`src/rtl/tsense_i2c_pkg.sv`:
```
package tsense_i2c_pkg;
  localparam int BYTE_W   = 8;
  localparam int NUM_REGS = 4;
  localparam int PTR_W    = $clog2(NUM_REGS);

  localparam logic [PTR_W-1:0] REG_TEMP = '0;

  localparam logic [BYTE_W-1:0] BC_WR_ADDR   = 8'h00;
  localparam logic [BYTE_W-1:0] BC_RD_ADDR   = 8'h01;
  localparam logic [BYTE_W-1:0] GC_RESET_CMD = 8'h06;
  localparam logic [4:0]        HS_PREFIX    = 5'b00001;

  typedef enum logic [2:0] {
    PH_IDLE, PH_ADDR, PH_PTR, PH_BCMD, PH_WDATA, PH_READ, PH_IGNORE
  } phase_t;

  typedef struct packed {
    logic              ptrWe;
    logic [PTR_W-1:0]  ptrVal;
    logic              dataWe;
    logic [BYTE_W-1:0] dataVal;
    logic              genReset;
    logic              rdLoad;
  } regStrobe_t;
endpackage

```
`src/rtl/tsense_regfile.sv`:
```
module tsense_regfile
  import tsense_i2c_pkg::*;
#(
  parameter logic [BYTE_W-1:0] CFG_INIT  = 8'h02,
  parameter logic [BYTE_W-1:0] LOW_INIT  = 8'hF6,
  parameter logic [BYTE_W-1:0] HIGH_INIT = 8'h3C
) (
  input  logic              clk,
  input  logic              rstN,
  input  regStrobe_t        strobe,
  input  logic              tempLoad,
  input  logic [BYTE_W-1:0] tempValue,
  output logic [BYTE_W-1:0] rdData,
  output logic [PTR_W-1:0]  ptrValue,
  output logic [BYTE_W-1:0] cfgValue,
  output logic [BYTE_W-1:0] lowLimit,
  output logic [BYTE_W-1:0] highLimit,
  output logic              busWrite,
  output logic              busRead
);
  logic [NUM_REGS-1:0][BYTE_W-1:0] regBank;
  logic [PTR_W-1:0] ptr;

  function automatic logic [BYTE_W-1:0] initVal(input int idx);
    case (idx)
      1:       return CFG_INIT;
      2:       return LOW_INIT;
      3:       return HIGH_INIT;
      default: return '0;
    endcase
  endfunction

  always_ff @(posedge clk or negedge rstN) begin
    if (!rstN) begin
      for (int i = 0; i < NUM_REGS; i++) regBank[i] <= initVal(i);
      ptr <= '0;
    end else if (strobe.genReset) begin
      for (int i = 0; i < NUM_REGS; i++) regBank[i] <= initVal(i);
      ptr <= '0;
    end else begin
      if (tempLoad) regBank[REG_TEMP] <= tempValue;
      // temperature is read-only from the bus
      if (strobe.dataWe && ptr != REG_TEMP) regBank[ptr] <= strobe.dataVal;
      if (strobe.ptrWe) ptr <= strobe.ptrVal;
    end
  end

  assign rdData    = regBank[ptr];
  assign ptrValue  = ptr;
  assign cfgValue  = regBank[1];
  assign lowLimit  = regBank[2];
  assign highLimit = regBank[3];
  assign busWrite  = strobe.dataWe;
  assign busRead   = strobe.rdLoad;

  a_r5_temp_readonly: assert property (@(posedge clk) disable iff (!rstN)
    (!tempLoad && !strobe.genReset) |=> $stable(regBank[REG_TEMP]));

  a_r3_ptr_hold: assert property (@(posedge clk) disable iff (!rstN)
    (!strobe.ptrWe && !strobe.genReset) |=> $stable(ptr));

  a_r8_reset_values: assert property (@(posedge clk) disable iff (!rstN)
    strobe.genReset |=> (ptr == '0 && regBank[1] == CFG_INIT &&
                         regBank[2] == LOW_INIT && regBank[3] == HIGH_INIT));
endmodule

```
`src/rtl/tsense_i2c_ctrl.sv`:
```
module tsense_i2c_ctrl
  import tsense_i2c_pkg::*;
#(
  parameter int         TIMEOUT_CYCLES = 1500000,
  parameter int         STRAP_W        = 3,
  parameter logic [3:0] ADDR_HI        = 4'b1110
) (
  input  logic               clk,
  input  logic               rstN,
  input  logic [STRAP_W-1:0] strap,
  input  logic               sclIn,
  input  logic               sdaIn,
  input  logic [BYTE_W-1:0]  rdData,
  output regStrobe_t         strobe,
  output logic               sdaPullLow,
  output logic               hsMode
);
  localparam int TO_W   = $clog2(TIMEOUT_CYCLES + 1);
  localparam int CNT_W  = $clog2(BYTE_W + 1);
  localparam int SLOT_W = STRAP_W + 1;
  localparam logic [CNT_W-1:0]  FULL_CNT = CNT_W'(BYTE_W);
  localparam logic [SLOT_W-1:0] SLOT_MAX = '1;

  logic [1:0] sclSync, sdaSync;
  logic sclPrev, sdaPrev, sclS, sdaS;
  logic sclRise, sclFall, startDet, stopDet, timeoutHit;

  phase_t phase, phDec;
  logic [CNT_W-1:0]  bitCnt;
  logic [BYTE_W-1:0] rxShift, txShift;
  logic [SLOT_W-1:0] slotCnt, slotNext;
  logic [TO_W-1:0]   toCnt;
  logic devAckBit, hostAckBit, ackDrive, txActive, bcastRd;
  logic isRx, byteDone, ackDec, bcDec, hsSet, ptrWeD, dataWeD, genRstD;
  logic txLoadNow, txActNext;

  always_ff @(posedge clk or negedge rstN) begin
    if (!rstN) begin
      sclSync <= 2'b11; sdaSync <= 2'b11; sclPrev <= 1'b1; sdaPrev <= 1'b1;
    end else begin
      sclSync <= {sclSync[0], sclIn};
      sdaSync <= {sdaSync[0], sdaIn};
      sclPrev <= sclSync[1];
      sdaPrev <= sdaSync[1];
    end
  end

  assign sclS     = sclSync[1];
  assign sdaS     = sdaSync[1];
  assign sclRise  = sclS & ~sclPrev;
  assign sclFall  = ~sclS & sclPrev;
  assign startDet = sclS & sclPrev & sdaPrev & ~sdaS;
  assign stopDet  = sclS & sclPrev & ~sdaPrev & sdaS;

  always_ff @(posedge clk or negedge rstN) begin
    if (!rstN) toCnt <= '0;
    else if (sclS || phase == PH_IDLE) toCnt <= '0;
    else if (toCnt != TO_W'(TIMEOUT_CYCLES - 1)) toCnt <= toCnt + 1'b1;
  end
  assign timeoutHit = !sclS && phase != PH_IDLE && toCnt == TO_W'(TIMEOUT_CYCLES - 1);

  assign isRx = phase inside {PH_ADDR, PH_PTR, PH_BCMD, PH_WDATA};
  assign byteDone = sclFall && !devAckBit && bitCnt == FULL_CNT && isRx;

  always_comb begin
    ackDec = 1'b0; phDec = PH_IGNORE; bcDec = 1'b0; hsSet = 1'b0;
    ptrWeD = 1'b0; dataWeD = 1'b0; genRstD = 1'b0;
    case (phase)
      PH_ADDR: begin
        if (rxShift[BYTE_W-1:1] == {ADDR_HI, strap}) begin
          ackDec = 1'b1;
          phDec  = rxShift[0] ? PH_READ : PH_PTR;
        end else if (rxShift == BC_WR_ADDR) begin
          ackDec = 1'b1; phDec = PH_BCMD;
        end else if (rxShift == BC_RD_ADDR) begin
          ackDec = 1'b1; phDec = PH_READ; bcDec = 1'b1;
        end else if (rxShift[BYTE_W-1:3] == HS_PREFIX) begin
          hsSet = 1'b1;
        end
      end
      PH_PTR: if (rxShift[BYTE_W-1:PTR_W] == '0) begin
        ackDec = 1'b1; phDec = PH_WDATA; ptrWeD = 1'b1;
      end
      PH_BCMD: begin
        if (rxShift == GC_RESET_CMD) begin
          ackDec = 1'b1; genRstD = 1'b1;
        end else if (rxShift[BYTE_W-1:PTR_W] == '0) begin
          ackDec = 1'b1; phDec = PH_WDATA; ptrWeD = 1'b1;
        end
      end
      PH_WDATA: begin
        ackDec = 1'b1; dataWeD = 1'b1;
      end
      default: ;
    endcase
  end

  // slot bookkeeping for transmit; saturates so it never wraps onto a strap
  assign slotNext  = devAckBit ? '0 : (slotCnt == SLOT_MAX ? slotCnt : slotCnt + 1'b1);
  assign txActNext = bcastRd ? (slotNext == {1'b0, strap}) : 1'b1;
  assign txLoadNow = sclFall && (devAckBit || hostAckBit) && phase == PH_READ;

  assign strobe.ptrWe    = byteDone && ptrWeD;
  assign strobe.ptrVal   = rxShift[PTR_W-1:0];
  assign strobe.dataWe   = byteDone && dataWeD;
  assign strobe.dataVal  = rxShift;
  assign strobe.genReset = byteDone && genRstD;
  assign strobe.rdLoad   = txLoadNow && txActNext;

  always_ff @(posedge clk or negedge rstN) begin
    if (!rstN) begin
      phase <= PH_IDLE; bitCnt <= '0; rxShift <= '0; txShift <= '0;
      slotCnt <= '0; devAckBit <= 1'b0; hostAckBit <= 1'b0; ackDrive <= 1'b0;
      txActive <= 1'b0; bcastRd <= 1'b0; hsMode <= 1'b0;
    end else if (startDet) begin
      phase <= PH_ADDR; bitCnt <= '0; devAckBit <= 1'b0; hostAckBit <= 1'b0;
      ackDrive <= 1'b0; txActive <= 1'b0; bcastRd <= 1'b0;
    end else if (stopDet || timeoutHit) begin
      phase <= PH_IDLE; bitCnt <= '0; devAckBit <= 1'b0; hostAckBit <= 1'b0;
      ackDrive <= 1'b0; txActive <= 1'b0; bcastRd <= 1'b0;
      if (stopDet) hsMode <= 1'b0;
    end else begin
      if (sclRise && !devAckBit && !hostAckBit && bitCnt < FULL_CNT &&
          (isRx || phase == PH_READ)) begin
        bitCnt <= bitCnt + 1'b1;
        if (isRx) rxShift <= {rxShift[BYTE_W-2:0], sdaS};
      end
      if (sclRise && hostAckBit && sdaS) begin
        phase <= PH_IGNORE; txActive <= 1'b0;
      end
      if (byteDone) begin
        if (ackDec) begin devAckBit <= 1'b1; ackDrive <= 1'b1; end
        phase   <= ackDec ? phDec : PH_IGNORE;
        bcastRd <= bcDec;
        if (hsSet) hsMode <= 1'b1;
      end
      if (sclFall && devAckBit) begin
        devAckBit <= 1'b0; ackDrive <= 1'b0; bitCnt <= '0;
        if (phase == PH_READ) begin
          slotCnt <= slotNext; txActive <= txActNext; txShift <= rdData;
        end
      end
      if (sclFall && !devAckBit && !hostAckBit && phase == PH_READ) begin
        if (bitCnt == FULL_CNT) hostAckBit <= 1'b1;
        else if (bitCnt != '0) txShift <= {txShift[BYTE_W-2:0], 1'b0};
      end
      if (sclFall && hostAckBit) begin
        hostAckBit <= 1'b0; bitCnt <= '0; slotCnt <= slotNext;
        if (phase == PH_READ) begin
          txActive <= txActNext; txShift <= rdData;
        end
      end
    end
  end

  assign sdaPullLow = ackDrive |
                      (txActive && phase == PH_READ && !hostAckBit && !devAckBit &&
                       !txShift[BYTE_W-1]);

  a_r11_idle_release: assert property (@(posedge clk) disable iff (!rstN)
    (phase == PH_IDLE) |-> !sdaPullLow);

  a_r7_slot_owner: assert property (@(posedge clk) disable iff (!rstN)
    (phase == PH_READ && bcastRd && txActive) |-> slotCnt == {1'b0, strap});

  a_r7_silent_after_nack: assert property (@(posedge clk) disable iff (!rstN)
    (phase == PH_IGNORE && !devAckBit) |-> !sdaPullLow);

  a_r10_hs_until_stop: assert property (@(posedge clk) disable iff (!rstN)
    stopDet |=> !hsMode);
endmodule

```
`src/rtl/tsense_i2c_slave.sv`:
```
module tsense_i2c_slave
  import tsense_i2c_pkg::*;
#(
  parameter int TIMEOUT_CYCLES = 1500000
) (
  input  logic              clk,
  input  logic              rstN,
  input  logic [2:0]        strap,
  input  logic              sclIn,
  input  logic              sdaIn,
  input  logic              tempLoad,
  input  logic [BYTE_W-1:0] tempValue,
  output logic              sdaPullLow,
  output logic              hsMode,
  output logic              busWrite,
  output logic              busRead,
  output logic [PTR_W-1:0]  ptrValue,
  output logic [BYTE_W-1:0] cfgValue,
  output logic [BYTE_W-1:0] lowLimit,
  output logic [BYTE_W-1:0] highLimit
);
  regStrobe_t        strobe;
  logic [BYTE_W-1:0] rdData;

  tsense_i2c_ctrl #(.TIMEOUT_CYCLES(TIMEOUT_CYCLES), .STRAP_W(3)) u_ctrl (
    .clk(clk), .rstN(rstN), .strap(strap), .sclIn(sclIn), .sdaIn(sdaIn),
    .rdData(rdData), .strobe(strobe), .sdaPullLow(sdaPullLow), .hsMode(hsMode)
  );

  tsense_regfile u_regs (
    .clk(clk), .rstN(rstN), .strobe(strobe), .tempLoad(tempLoad),
    .tempValue(tempValue), .rdData(rdData), .ptrValue(ptrValue),
    .cfgValue(cfgValue), .lowLimit(lowLimit), .highLimit(highLimit),
    .busWrite(busWrite), .busRead(busRead)
  );
endmodule

```
`config.mk`:
```
export PLATFORM = sky130hd
export DESIGN_NAME = tsense_i2c_slave
export DESIGN_NICKNAME = d
export VERILOG_FILES = /design/src/rtl/tsense_i2c_pkg.sv /design/src/rtl/tsense_regfile.sv /design/src/rtl/tsense_i2c_ctrl.sv /design/src/rtl/tsense_i2c_slave.sv
export SDC_FILE = /design/constraint.sdc
export NUM_CORES = 1
export LEC_CHECK = 0
export CAP_MARGIN = 20
export CELL_PAD_IN_SITES_DETAIL_PLACEMENT = 1
export CELL_PAD_IN_SITES_GLOBAL_PLACEMENT = 1
export CORE_MARGIN = 3
export CORE_UTILIZATION = 50
export DETAILED_ROUTE_END_ITERATION = 7
export PLACE_DENSITY = 0.94
export SLEW_MARGIN = 25
export SYNTH_ARGS = -nofsm -noshare
export SYNTH_HDL_FRONTEND = slang
export SYNTH_HIERARCHICAL = 1
export SYNTH_SLANG_ARGS = --single-unit
```
`constraint.sdc`:
```
create_clock -name clk -period 4.43 [get_ports clk]
set_input_delay 1.1075 -clock clk [delete_from_list [all_inputs] [get_ports clk]]
set_output_delay 1.1075 -clock clk [all_outputs]
set_load 0.01 [all_outputs]
```
==> impl_metrics.csv <==
group,metric,value,unit
critical_path,crit_path_start,"u_ctrl/bitCnt[0]",
critical_path,critPathCaptureType,"primary output",
power_and_ir_drop,power.share.clock,32.2,%
global_route,grt_pass1_vias,4322,
routing,first_iter_violations,329,
floorplan,die_h,109,µm
clocking,path_clk_slew,0.10,ns
sta,setup_tns,0,ns
floorplan,dieArea,11800,µm²
routing,vias,3939,
synthesis,yosysSeqAreaShare,44.4,%
sta,skew,0.00950,ns
power_and_ir_drop,seqPwrFrac,52.9,%
synthesis,yosysWarnings,6,
floorplan,floorplan.initialDensity,52.7,%
global_route,antenna_found_initial,0,
clocking,numCtsBuffers,9,
power_and_ir_drop,finalPower,1.92,mW
clocking,clkLatencyLatePin,0.38,ns
routing,avgRoutedWirePerCell,22.1,µm
sta,period_minus_slack,4.14,ns
global_route,grt.total_usage,26.2,%
floorplan,io-pin-count,46,
global_route,grt_pass1_wl,23.6,mm
sta,rsz0062_at_grt,"no",
critical_path,cp_cell_sequence,"inv_1 > ha_1 > nor4bb_1 > nand2_1 > nor2_1 > clkdlybuf4s50_1",
sta,relSlewSlack,41.7,%
floorplan,core,10000,µm²
layout,syn2layout_area_growth,9.51,%
sta,hold_violations,0,
routing,final_antenna_net_count,0,
critical_path,critical_path_class,"reg -> out",
worst_hold_path,min_from,"u_ctrl/sdaSync[0]",
power_and_ir_drop,vdd_drop_max,0.279,mV
layout,drive_gt1_share,15.7,%
critical_path,crit_slowest_cell,"clkdlybuf4s50_1",
placed_design,portBuffers,45,
power_and_ir_drop,p_sw,0.608,mW
synthesis,synth.area.top_cells,"dfrtp_1 (36%), dfstp_2 (8.4%), mux2i_1 (6.8%)",
synthesis,synth_edf_count,0,
synthesis,async_flop_share,100,%
routing,totalWireLength,14.4,mm
synthesis,synth_top_cell_area_share,36.0,%
critical_path,path_buf_inv,2,
synthesis,synth_flop_cell,"dfrtp_1",
power_and_ir_drop,p_int,1.31,mW
clocking,cts_max_path_buffers,2,
global_route,grt_overflow,0,
synthesis,yosys.area.top_type,"dfrtp_1",
sta,fmax,242,MHz
worst_hold_path,holdPathStages,0,
clocking,cts_tree,"built",
power_and_ir_drop,p_leak,2.41,nW
critical_path,cp-start-kind,"flop",
routing,avgViaCountPerCell,6.07,
critical_path,cp_slowest_stage_delay,0.68,ns
power_and_ir_drop,comb_power_share,15.0,%
critical_path,worstPathMaxFanout,7,
flow_run,cap_violations,0,
critical_path,cp.depth,6,
placed_design,place_inst,633,
layout,n_antenna_cell,0,
critical_path,timing.rr.start,"u_ctrl/bitCnt[0]",
layout,finalNetCount,531,
routing,drc,0,
synthesis,synthesis.area,5290,µm²
floorplan,dieWidth,109,µm
sta,timing.final.crit_share,93.4,%
outcome,status,"complete, no violations",
placed_design,dpl_worst_slack,0.0105,ns
clocking,cts_hold_buf,0,
floorplan,row_count,36,
clocking,cts_root_buffer,"clkbuf_8",
power_and_ir_drop,switching_share,31.7,%
synthesis,syn_inst,503,
critical_path,cp_top_family,"simple AND/OR/NAND/NOR gates",
clocking,h-tree-depth,3,
critical_path,rr_worst_depth,10,
sta,fin_ws,0.290,ns
layout,final_util,57.7,%
synthesis,synthTopCellsByCount,"dfrtp_1 (76), nor2_1 (66), mux2i_1 (36)",
synthesis,avgSynthCellArea,10.5,µm²
routing,first_pass_iters,5,
synthesis,synth_cell_type_count,71,
sta,tightest_slew,0.866,ns
placed_design,hpwl,10.4,mm
power_and_ir_drop,powerDensity,331,nW/µm²
critical_path,crit_arrival,3.03,ns
synthesis,yosysMostFrequentCell,"dfrtp_1",
synthesis,synth-seq-cells,93,
sta,slew_violations,0,
worst_hold_path,hold_path.class,"reg -> reg",
sta,setup-violations-final,0,
clocking,cts_sinks,93,
critical_path,critPathRequiredTime,3.32,ns
global_route,grt_max_degree,47,
synthesis,syn_nets,523,
layout,stdcell_count,649,
placed_design,place.gp.congestion,0.843,
cells by family after synthesis:
family          synth area share, %
simple gates                   21.1
compound gates                 9.65
buf+inv                        7.90
flops                          44.4
fa+ha+maj                     0.946
mux                            12.1
xor+xnor                       3.97
cells in the final DEF (no fill, tap or decap), types with 3 or more instances in the layout:
cell	netlist	routed
nand4b_1	3	3
nand2_1	23	23
o22ai_1	8	8
nand2b_1	29	29
dfrtp_1	76	76
nand3_1	14	14
dfstp_2	17	17
mux2_2	8	8
o21ai_0	11	11
a22oi_1	3	3
inv_1	11	11
a41oi_1	3	3
nor3_1	11	11
mux2i_1	36	36
buf_4	30	5
a21oi_1	10	10
and3b_2	3	3
clkdlybuf4s50_1	0	43
xnor2_1	9	9
xor2_1	15	15
a31oi_1	7	7
and2_1	3	3
nor2_1	66	65
a21o_1	3	3
nor2b_1	3	3
or3_1	4	4
nand4_1	8	8
a2bb2oi_2	5	5
ha_1	4	4
mux4_2	6	6
clkbuf_8	0	10
nor4_1	4	4
final cells by class:
class / count / area [µm²]
fill: 1085 / 4250
multi-input combinational: 347 / 2540
clock buffer: 10 / 138
tap: 133 / 166
timing repair buffer: 49 / 480
sequential: 93 / 2350
inverter: 11 / 41.3
clock inverter: 6 / 75.1
sequential cells by signal, indices dropped and copies added, names as in the netlist:
register and count:
u_ctrl/slotCnt 4, u_ctrl/toCnt 21, u_ctrl/ackDrive 1, u_ctrl/sclPrev 1
u_ctrl/sclSync 2, u_regs/ptrValue 2, u_regs/cfgValue 8, u_ctrl/hostAckBit 1
u_ctrl/phase 3, u_ctrl/bcastRd 1, u_ctrl/sdaSync 2, u_regs/lowLimit 8
u_ctrl/bitCnt 4, u_ctrl/rxShift 8, u_ctrl/hsMode 1, u_regs/highLimit 8
u_ctrl/txShift 8, u_regs/regBank 8, u_ctrl/txActive 1, u_ctrl/sdaPrev 1
power by group through the flow:
stage                     clock [mW]  combinational (mW)  sequential [mW]
after floorplan                    0               0.211            0.976
after global placement             0               0.258             1.02
after detailed placement           0               0.281             1.03
after CTS                      0.629               0.284             1.01
after global routing           0.667               0.319             1.02
final                          0.617               0.287             1.01
metal layers:
metal / part of all wire (%) / global-route usage, % / vias up
li1: - / - / 1769
met1: 42 / 32.8 / 2036
met2: 51 / 45.4 / 104
met3: 5.0 / 5.80 / 30
met4: 1.9 / 7.75 / 0
met5: 0 / 0 / -
worst paths after layout:
| kind | end | slack [ns] |
|---|---|---|
| worst max-delay path | busWrite | 0.29 |
| worst min-delay path | u_ctrl/sdaSync[1] | 0.36 |
| worst max register to register | u_regs/cfgValue[7] | 1.46 |
| worst min register to register | u_ctrl/sdaSync[1] | 0.36 |
| max in group asynchronous | u_ctrl/sclSync[0] | 2.87 |
| min in group asynchronous | u_regs/regBank[6] | 0.71 |
repair_timing:
action	in CTS	in global routing
gates resized for setup	0	2
endpoints found under the hold margin	0	0
endpoints found under the setup margin	0	1
buffers inserted	0	0
through the flow:
step                      area [µm²]  hold slack (ns)
final                           5790            0.362
after detailed placement        5560            0.349
after global routing            5790            0.370
after global placement          5560            0.349
after CTS                       5770            0.364
after floorplan                 5290            0.345
worst reg2reg max path, delay by kind of cell, from the launching register on:
family	cells	cell delay, ns
fa+ha+maj	1	0.16
flops	1	0.41
buf+inv	2	0.41
simple gates	6	1.79
mux	1	0.08
(Power assumes the default switching activity.)
